**src/rtl/lwr_pkg.sv**
```systemverilog
package lwr_pkg;

  // Decoded legacy regions: one top block plus twelve expansion blocks.
  localparam int NUM_REGIONS = 13;
  localparam int ATTR_BYTES  = 7;

  // Configuration offsets the routing depends on.
  localparam logic [7:0] ATTR_BASE  = 8'h59;
  localparam logic [7:0] SMRAM_OFF  = 8'h72;

  // SMRAM control byte bit positions.
  localparam int OPEN_BIT = 6;
  localparam int LOCK_BIT = 4;
  localparam int GEN_BIT  = 3;
  localparam logic [2:0] SMRAM_FIXED = 3'b010;

  // Writable bits of an attribute byte (two 2-bit fields).
  localparam logic [7:0] ATTR_MASK      = 8'h33;
  localparam logic [7:0] ATTR_MASK_TOP  = 8'h30;

  typedef logic [1:0] attr_t;

  typedef struct packed {
    logic open;
    logic lock;
    logic gen;
  } smram_ctl_t;

  // Which attribute byte serves region k.
  function automatic int attr_byte_of(input int k);
    return (k + 1) / 2;
  endfunction

  // Bit offset of region k's field inside its byte.
  function automatic int attr_shift_of(input int k);
    return ((k == 0) || (k % 2 == 0)) ? 4 : 0;
  endfunction

  function automatic logic [7:0] smram_byte(input smram_ctl_t c);
    return {1'b0, c.open, 1'b0, c.lock, c.gen, SMRAM_FIXED};
  endfunction

endpackage

```
**src/rtl/lwr_cfg_regs.sv**
```systemverilog
module lwr_cfg_regs
  import lwr_pkg::*;
(
  input  logic                    clk,
  input  logic                    rst_n,
  input  logic                    cfg_we,
  input  logic [7:0]              cfg_addr,
  input  logic [3:0]              cfg_be,
  input  logic [31:0]             cfg_wdata,
  output logic [31:0]             cfg_rdata,
  output logic [8*ATTR_BYTES-1:0] attr_flat,
  output smram_ctl_t              smram_ctl
);

  localparam int SM_LANE = int'(SMRAM_OFF[1:0]);

  // Attribute byte storage, one register per byte.
  for (genvar b = 0; b < ATTR_BYTES; b++) begin : g_attr
    localparam logic [7:0] BADDR = ATTR_BASE + 8'(b);
    localparam int         LANE  = int'(BADDR[1:0]);
    localparam logic [7:0] MASK  = (b == 0) ? ATTR_MASK_TOP : ATTR_MASK;
    logic       hit;
    logic [7:0] q;

    assign hit = cfg_we && (cfg_addr[7:2] == BADDR[7:2]) && cfg_be[LANE];

    always_ff @(posedge clk) begin
      if (!rst_n) begin
        q <= '0;
      end else if (hit) begin
        q <= cfg_wdata[8*LANE +: 8] & MASK;
      end
    end

    assign attr_flat[8*b +: 8] = q;
  end

  // SMRAM control byte with sticky lock.
  logic       sm_hit;
  logic [7:0] sm_wbyte;
  logic       lock_n;
  smram_ctl_t ctl_q;

  assign sm_hit   = cfg_we && (cfg_addr[7:2] == SMRAM_OFF[7:2]) && cfg_be[SM_LANE];
  assign sm_wbyte = cfg_wdata[8*SM_LANE +: 8];
  assign lock_n   = ctl_q.lock | sm_wbyte[LOCK_BIT];

  always_ff @(posedge clk) begin
    if (!rst_n) begin
      ctl_q <= '{open: 1'b0, lock: 1'b0, gen: 1'b0};
    end else if (sm_hit) begin
      ctl_q.lock <= lock_n;
      ctl_q.open <= lock_n ? 1'b0 : sm_wbyte[OPEN_BIT];
      ctl_q.gen  <= sm_wbyte[GEN_BIT];
    end
  end

  assign smram_ctl = ctl_q;

  // Combinational readback, one lane at a time.
  always_comb begin
    cfg_rdata = '0;
    for (int j = 0; j < 4; j++) begin
      logic [7:0] ba;
      int         idx;
      ba  = {cfg_addr[7:2], 2'(j)};
      idx = int'(ba) - int'(ATTR_BASE);
      if (idx >= 0 && idx < ATTR_BYTES) begin
        cfg_rdata[8*j +: 8] = attr_flat[8*idx +: 8];
      end else if (ba == SMRAM_OFF) begin
        cfg_rdata[8*j +: 8] = smram_byte(ctl_q);
      end
    end
  end


  lock_sticky_chk: assert property (@(posedge clk) disable iff (!rst_n)
    ctl_q.lock |=> ctl_q.lock);


  lock_closes_chk: assert property (@(posedge clk) disable iff (!rst_n)
    ctl_q.lock |=> !ctl_q.open);


  cfg_hold_chk: assert property (@(posedge clk) disable iff (!rst_n)
    !cfg_we |=> ($stable(attr_flat) && $stable(ctl_q)));

endmodule

```
**src/rtl/lwr_region_decode.sv**
```systemverilog
module lwr_region_decode
  import lwr_pkg::*;
#(
  parameter int          ADDR_W     = 32,
  parameter int unsigned TOP_BASE   = 32'h000F_0000,
  parameter int unsigned TOP_SIZE   = 32'h0001_0000,
  parameter int unsigned EXP_BASE   = 32'h000C_0000,
  parameter int unsigned EXP_SIZE   = 32'h0000_4000,
  parameter int unsigned SMRAM_BASE = 32'h000A_0000,
  parameter int unsigned SMRAM_SIZE = 32'h0002_0000
) (
  input  logic [ADDR_W-1:0]      addr,
  output logic [NUM_REGIONS-1:0] region_hit,
  output logic                   smram_hit
);

  localparam int XW = ADDR_W + 1;
  logic [XW-1:0] ax;

  assign ax = {1'b0, addr};

  for (genvar k = 0; k < NUM_REGIONS; k++) begin : g_reg
    localparam longint unsigned LO =
      (k == 0) ? longint'(TOP_BASE) : longint'(EXP_BASE) + longint'(k - 1) * longint'(EXP_SIZE);
    localparam longint unsigned HI =
      LO + ((k == 0) ? longint'(TOP_SIZE) : longint'(EXP_SIZE));
    assign region_hit[k] = (ax >= XW'(LO)) && (ax < XW'(HI));
  end

  localparam longint unsigned SM_LO = longint'(SMRAM_BASE);
  localparam longint unsigned SM_HI = longint'(SMRAM_BASE) + longint'(SMRAM_SIZE);

  assign smram_hit = (ax >= XW'(SM_LO)) && (ax < XW'(SM_HI));

endmodule

```
**src/rtl/lwr_route.sv**
```systemverilog
module lwr_route
  import lwr_pkg::*;
(
  input  logic [NUM_REGIONS-1:0]  region_hit,
  input  logic                    smram_hit,
  input  logic [8*ATTR_BYTES-1:0] attr_flat,
  input  smram_ctl_t              smram_ctl,
  input  logic                    is_write,
  input  logic                    is_smm,
  output logic                    to_dram
);

  logic [NUM_REGIONS-1:0] dram_sel;
  logic                   smram_dram;

  // Per-region field extraction and read/write selection.
  for (genvar k = 0; k < NUM_REGIONS; k++) begin : g_sel
    localparam int BI = attr_byte_of(k);
    localparam int SH = attr_shift_of(k);
    attr_t fld;
    assign fld         = attr_flat[8*BI + SH +: 2];
    assign dram_sel[k] = is_write ? fld[1] : fld[0];
  end

  // SMRAM window: open exposes it to everyone, global enable to SMM only.
  always_comb begin
    if (is_smm) begin
      smram_dram = smram_ctl.gen | smram_ctl.open;
    end else begin
      smram_dram = smram_ctl.open;
    end
  end

  assign to_dram = (|(region_hit & dram_sel)) | (smram_hit & smram_dram);

endmodule

```
**src/rtl/legacy_window_router.sv**
```systemverilog
module legacy_window_router
  import lwr_pkg::*;
#(
  parameter int          ADDR_W     = 32,
  parameter int unsigned TOP_BASE   = 32'h000F_0000,
  parameter int unsigned TOP_SIZE   = 32'h0001_0000,
  parameter int unsigned EXP_BASE   = 32'h000C_0000,
  parameter int unsigned EXP_SIZE   = 32'h0000_4000,
  parameter int unsigned SMRAM_BASE = 32'h000A_0000,
  parameter int unsigned SMRAM_SIZE = 32'h0002_0000
) (
  input  logic              clk,
  input  logic              rst_n,
  input  logic              cfg_we,
  input  logic [7:0]        cfg_addr,
  input  logic [3:0]        cfg_be,
  input  logic [31:0]       cfg_wdata,
  output logic [31:0]       cfg_rdata,
  input  logic              req_valid,
  input  logic [ADDR_W-1:0] req_addr,
  input  logic              req_write,
  input  logic              req_smm,
  output logic              rsp_valid,
  output logic              rsp_claim,
  output logic              rsp_dram
);

  logic [8*ATTR_BYTES-1:0] attr_flat;
  smram_ctl_t              smram_ctl;
  logic [NUM_REGIONS-1:0]  region_hit;
  logic                    smram_hit;
  logic                    to_dram;
  logic                    claim;

  lwr_cfg_regs i_cfg (
    .clk       (clk),
    .rst_n     (rst_n),
    .cfg_we    (cfg_we),
    .cfg_addr  (cfg_addr),
    .cfg_be    (cfg_be),
    .cfg_wdata (cfg_wdata),
    .cfg_rdata (cfg_rdata),
    .attr_flat (attr_flat),
    .smram_ctl (smram_ctl)
  );

  lwr_region_decode #(
    .ADDR_W     (ADDR_W),
    .TOP_BASE   (TOP_BASE),
    .TOP_SIZE   (TOP_SIZE),
    .EXP_BASE   (EXP_BASE),
    .EXP_SIZE   (EXP_SIZE),
    .SMRAM_BASE (SMRAM_BASE),
    .SMRAM_SIZE (SMRAM_SIZE)
  ) i_dec (
    .addr       (req_addr),
    .region_hit (region_hit),
    .smram_hit  (smram_hit)
  );

  lwr_route i_route (
    .region_hit (region_hit),
    .smram_hit  (smram_hit),
    .attr_flat  (attr_flat),
    .smram_ctl  (smram_ctl),
    .is_write   (req_write),
    .is_smm     (req_smm),
    .to_dram    (to_dram)
  );

  assign claim = (|region_hit) | smram_hit;

  // Registered result stage.
  always_ff @(posedge clk) begin
    if (!rst_n) begin
      rsp_valid <= 1'b0;
      rsp_claim <= 1'b0;
      rsp_dram  <= 1'b0;
    end else begin
      rsp_valid <= req_valid;
      rsp_claim <= req_valid & claim;
      rsp_dram  <= req_valid & to_dram;
    end
  end


  rsp_follows_req_chk: assert property (@(posedge clk) disable iff (!rst_n)
    req_valid |=> rsp_valid);


  rsp_idle_chk: assert property (@(posedge clk) disable iff (!rst_n)
    !req_valid |=> !rsp_valid);


  unclaimed_pci_chk: assert property (@(posedge clk) disable iff (!rst_n)
    (rsp_valid && !rsp_claim) |-> !rsp_dram);


  single_window_chk: assert property (@(posedge clk) disable iff (!rst_n)
    $onehot0({region_hit, smram_hit}));


  smram_closed_chk: assert property (@(posedge clk) disable iff (!rst_n)
    (req_valid && smram_hit && !req_smm && !smram_ctl.open) |=> !rsp_dram);

endmodule

```
**config.mk**
```make
export PLATFORM = sky130hd
export DESIGN_NAME = legacy_window_router
export DESIGN_NICKNAME = d
export VERILOG_FILES = /design/src/rtl/lwr_pkg.sv /design/src/rtl/lwr_cfg_regs.sv /design/src/rtl/lwr_region_decode.sv /design/src/rtl/lwr_route.sv /design/src/rtl/legacy_window_router.sv
export SDC_FILE = /design/constraint.sdc
export NUM_CORES = 1
export LEC_CHECK = 0
export BUFFER_PORTS_ARGS = -buffer_cell sky130_fd_sc_hd__buf_2
export CORE_UTILIZATION = 48
export DETAILED_ROUTE_END_ITERATION = 10
export PLACE_DENSITY = 0.87
export SLEW_MARGIN = 20
export SYNTH_ARGS = -nofsm -noshare
export SYNTH_HDL_FRONTEND = slang
export SYNTH_SLANG_ARGS = --single-unit
```
**constraint.sdc**
```tcl
create_clock -name clk -period 5.9 [get_ports clk]
set_clock_uncertainty 0.15 [all_clocks]
set_input_delay 1.77 -clock clk [delete_from_list [all_inputs] [get_ports clk]]
set_output_delay 1.77 -clock clk [all_outputs]
set_load 0.01 [all_outputs]
```
### Word-level counts from Yosys, hierarchy flattened

Index checks and enable logic that the tools add are counted.

| word-level totals | value |
|---|---|
| bits in registers | 32 |
| input port bits | 82 |
| output and inout bits | 35 |
| logic and storage cells | 119 |

| operators by class | value |
|---|---|
| $add $sub $neg | 4 |
| magnitude comparators | 36 |
| eq/ne operators | 3 |
| shifts and indexed selects | 4 |
| multiplexer cells | 20 |
| bitwise logic cells | 8 |
| reduce and logical (&&, ||, !) cells | 31 |

Operator list:

| cell | number |
|---|---|
| 32-bit by 20-bit greater-or-equal comparator with 1-bit output, second input constant | 14 |
| 32-bit by 20-bit < comparator with 1-bit output, second input constant | 13 |
| 56-bit by 32-bit indexed part select with 8-bit output | 4 |
| 32-bit by 1-bit greater-or-equal comparator with 1-bit output, second input constant | 4 |
| 32-bit by 4-bit < comparator with 1-bit output, second input constant | 4 |
| 8-bit by 7-bit subtractor with 9-bit output, second input constant | 4 |
| 32-bit by 21-bit < comparator with 1-bit output, second input constant | 1 |
| 8-bit two-way mux | 4 |
| 1-bit logical AND | 29 |
| 13-bit OR reduction | 2 |
| 6-bit by 5-bit equality test with 1-bit output, second input constant | 3 |
| 1-bit two-way mux | 15 |
| 13-bit AND | 1 |
| 7-bit two-way mux | 1 |
| 1-bit OR | 4 |
| 1-bit AND | 3 |

### Logic depth before layout (Yosys ltp)

| depth | value |
|---|---|
| word-level depth | 6 |
| mapped depth | 7 |
| gate-level depth less buffers | 6 |

### Hierarchy

A second synthesis with hierarchy kept.

| unflattened totals | value |
|---|---|
| cell total of the unflattened synthesis | 311 |
| area, all modules | 2,655.0 um^2 |

Modules (own cells, without submodules):

| module | instances | cells an instance | area an instance (um^2) | sequential area each (um^2) |
|---|---|---|---|---|
| lwr_cfg_regs | 1 | 244 | 2,063.2 | 580.6 |
| lwr_route | 1 | 24 | 260.2 | 0.0 |
| lwr_region_decode | 1 | 33 | 224.0 | 0.0 |
| legacy_window_router | 1 | 10 | 107.6 | 60.1 |

### Worst setup path after synthesis

No wires, ideal clock.

| path | value |
|---|---|
| kind | input to output |
| from | input cfg_addr[2] |
| to | output cfg_rdata[0] |
| data arrival time | 3.166 ns |
| required time | 3.980 ns |
| setup slack | 0.814 ns |
| stages on the path | 6 |
| buffers on the path | 1 |
| path through | buf_1 inv_1 ha_1 nand4b_1 a21oi_1 and2_1 |

| on the way | value |
|---|---|
| longest elaborated chain between the ends | 4 |
| elaborated cells on any way between the ends | 6 |
| those cells by class | 1 x add/sub; 2 x order compare; 1 x shift; 1 x mux; 1 x reduce/logical |

Ends and longest elaborated chain:

| item | RTL line | RTL |
|---|---|---|
| start: declaration | legacy_window_router.sv:15 | `input logic [7:0] cfg_addr,` |
| 8-bit by 7-bit subtractor with 9-bit output (*) | lwr_cfg_regs.sv:67 | `idx = int'(ba) - int'(ATTR_BASE);` |
| 32-bit by 1-bit greater-or-equal comparator with 1-bit output or 32-bit by 4-bit < comparator with 1-bit output (tied branches) | lwr_cfg_regs.sv:68 | `if (idx >= 0 && idx < ATTR_BYTES) begin` |
| 1-bit logical AND | lwr_cfg_regs.sv:68 |  |
| 8-bit two-way mux (*) | lwr_cfg_regs.sv:68 |  |
| end: declaration | legacy_window_router.sv:18 | `output logic [31:0] cfg_rdata,` |

Every way passes the cells marked *; elsewhere a longest branch is shown, timed or not.

### Final worst setup path

| path | value |
|---|---|
| from | input cfg_addr[3] |
| to | output cfg_rdata[20] |

| on the way | value |
|---|---|
| longest elaborated chain between the ends | 4 |
| elaborated cells on any way between the ends | 8 |
| those cells by class | 1 x add/sub; 2 x order compare; 1 x eq/ne; 1 x shift; 2 x mux; 1 x reduce/logical |

Ends and longest elaborated chain:

| item | RTL line |
|---|---|
| 8-bit by 7-bit subtractor with 9-bit output | lwr_cfg_regs.sv:67 |
| 32-bit by 1-bit greater-or-equal comparator with 1-bit output or 32-bit by 4-bit < comparator with 1-bit output (tied branches) | lwr_cfg_regs.sv:68 |
| 1-bit logical AND | lwr_cfg_regs.sv:68 |
| 8-bit two-way mux (*) | lwr_cfg_regs.sv:68 |

Marked as above.

==> run metrics <==
Final Hold Vio Count=0; Placed Area=2347 sq um; vias=1924; gr usage total=0.2280; Core Region=4029 sq um; first drt pass iteration count=4; first-pass GRT wire length=7479 microns; CP max FO=9; DRC violations left=0; drt via density=5.286; hpwl dp=3806 microns; CP Launch Point=cfg_addr[3]; area of the multi-input gates=1254 sq um; P&R area growth vs syn=20.74%; post-route clock period utilization=0.8774; I/O Pins=117; Reg2Reg Capture Point=rsp_dram$_SDFF_PN0_; Critical Path Sink=cfg_rdata[20]; Cell Area, Synth=2033 sq um; Slew Viols, Final=0; post-synth top area cell=dfxtp_1; post-route ant nets=0; initial core utilization=0.5047; Peak supply drop=0.1300 mV; H-tree depth=2; Skew-Pair Late Insertion Delay=280 ps; Reg clk slew, reported paths=70 ps; initial antenna violation count=0; share of layout cells above drive strength 1=0.2771; die area=4500 sq um; Post-Route Setup TNS=0 ps; worst slack, placed=720.0 ps; CTS resizes=0; largest net degree at the start of global routing=31; cts bufs inserted=5; via count of the first global-routing pass=1703; Worst R2R Start=i_cfg.g_attr[6].q[0]$_SDFFE_PN0P_; WP buf/inv=3; Unique masters post-synth=36; Crit Path Class=input pin to output pin; share of the synthesized area in the top cell type=0.3151; Clock Tree Buf Depth=2; FF/Latch Area=640.6 sq um; reg2reg path depth=5; synth top area cells=dfxtp_1 32%, mux2i_1 10%, a21boi_0 10%; Critical Path End Type=output pin; DRT iter0 DRCs=57; critical path, cell by cell=buf_2 > ha_1 > nand3b_1 > o21ai_0 > nand3b_1 > buf_4 > mux2i_1 > buf_2; slowest CP cell=nand3b_1; sequential cell area fraction in the yosys report=0.3151; RSZ-0062 raised after global routing=false; FF-to-FF setup slack=4320 ps; Ant. Diodes=0; synth warn=0; drt wl/cell=13.65 microns; filler cell count=376; status=finished clean; critical path arrival=3260 ps; Die X=67.09 microns; power per cell area=194.6 nW/um^2; Post-CTS Setup Bufs=0; delay of the slowest critical-path stage=310 ps; Post-Synthesis Cells=248; routability cong.=0.8266; GRT overflow=0; Final Critical Period=5176 ps; Max Cap Viol=0; Mean Syn Cell Area=8.198 sq um; # setup viols final=0; Final WS setup=723.6 ps; Levels on crit path=8; worst slew pin tran=763.5 ps; CTS Sinks=32; PortBufs=72; Worst Hold Class=register to register; fmax=193.2 MHz; Synth Register Bits=32; hold_sp=i_cfg.g_attr[3].q[5]$_SDFFE_PN0P_; CP Launch Type=input pin; Req. time, crit path=3980 ps; Post-Route WL=4968 microns; Site Rows=23; CTS tree=done; Hold-fix buffers, CTS=0; leakage power=1.057 nW; delay-heaviest family, CP=buffers and inverters; Design Area, Final=2455 sq um; DIE HEIGHT=67.09 microns; Final nets=399; root buffer cell=clkbuf_8; Worst slew margin=0.4906
-- layout by cell type (no fill, tap or decap), types with 5 or more instances in the layout --
| cell type | count |
|---|---|
| buf_2 | 72 |
| nor2_1 | 11 |
| clkbuf_8 | 5 |
| and2_1 | 5 |
| conb_1 | 14 |
| dfxtp_1 | 32 |
| mux2i_1 | 21 |
| nand2_1 | 38 |
| nand3_1 | 28 |
| a21boi_0 | 27 |
| nor4_1 | 7 |
-- tightest hold or removal path, stage by stage, from the launching register on --
cell and delay [ps]:
dfxtp_1 320, nand2_1 50, a21boi_0 60
-- worst min-delay path by stage --
stage | end | slack, ps | cells past startpoint
2_1_floorplan | i_cfg.g_attr[1].q[1]$_SDFFE_PN0P_ | 300 | 2
3_3_place_gp | i_cfg.g_attr[1].q[1]$_SDFFE_PN0P_ | 310 | 2
3_5_place_dp | i_cfg.g_attr[3].q[5]$_SDFFE_PN0P_ | 320 | 2
4_1_cts | i_cfg.g_attr[3].q[5]$_SDFFE_PN0P_ | 330 | 2
5_1_grt | i_cfg.g_attr[3].q[5]$_SDFFE_PN0P_ | 350 | 2
6_report | i_cfg.g_attr[3].q[5]$_SDFFE_PN0P_ | 330 | 2
-- layout make-up --
cell class              instances  share of cell area
flip-flops and latches         32              0.2610
clock inverters                 2             0.01427
inverters                       4            0.006116
repair buffers                 74              0.1529
well taps                      50             0.02548
clock buffers                   6             0.02956
multi-input cells             196              0.5107
-- power by group --
part / internal, W / switching, W
logic: 0.0000239 / 0.0000295
registers: 0.000217 / 0.000000391
clock network: 0.000125 / 0.0000819
total: 0.000366 / 0.000112
-- stage by stage --
step                      power (W)  std cells  utilization  hold WS, ps
final                     0.0004776        364       0.6093        326.3
after global routing      0.0004929        364       0.6093        347.7
after CTS                 0.0004802        364       0.6093        330.3
after detailed placement  0.0002747        356       0.5826        320.5
after global placement    0.0002733        356       0.5826        310.5
after floorplan           0.0002577        261            -        300.6
-- routing by layer --
metal,part of all wire,track usage
met3,0.063,0.04966
met2,0.48,0.3950
met5,0,0
met4,0.015,0.1011
met1,0.44,0.2640
-- synth_stat cells (all sizes together) --
library cell and n:
nand2b 3, and3 4, nor2b 4, nor3 4, nand2 38, mux4 2, nand3b 3, nor4 7
a21boi 27, and2 5, a211o 1, o21ai 2, conb 1, a21oi 4, ha 4, dfxtp 32
nand4b 1, nand4 1, and3b 1, clkbuf 10, mux2 4, nor4b 3, nand3 28, a32oi 1
nor4bb 1, inv 4, nor2 11, buf 19, and4b 2, mux2i 21
-- kinds of logic after synthesis --
group                      share of synthesized area
AOI/OAI and AO/OA                             0.1231
buffers and inverters                        0.09230
muxes                                         0.1495
other                                       0.001844
adders and majority gates                    0.02462
and+or+nand+nor                               0.2935
DFF                                           0.3151
-- state kept, by name (all words and copies together) (netlist names) --
| register | count |
|---|---|
| rsp_claim | 1 |
| rsp_dram | 1 |
| i_cfg.g_attr.q | 26 |
| rsp_valid | 1 |
| i_cfg.smram_ctl | 3 |
Power figures use the tool's default switching activity.
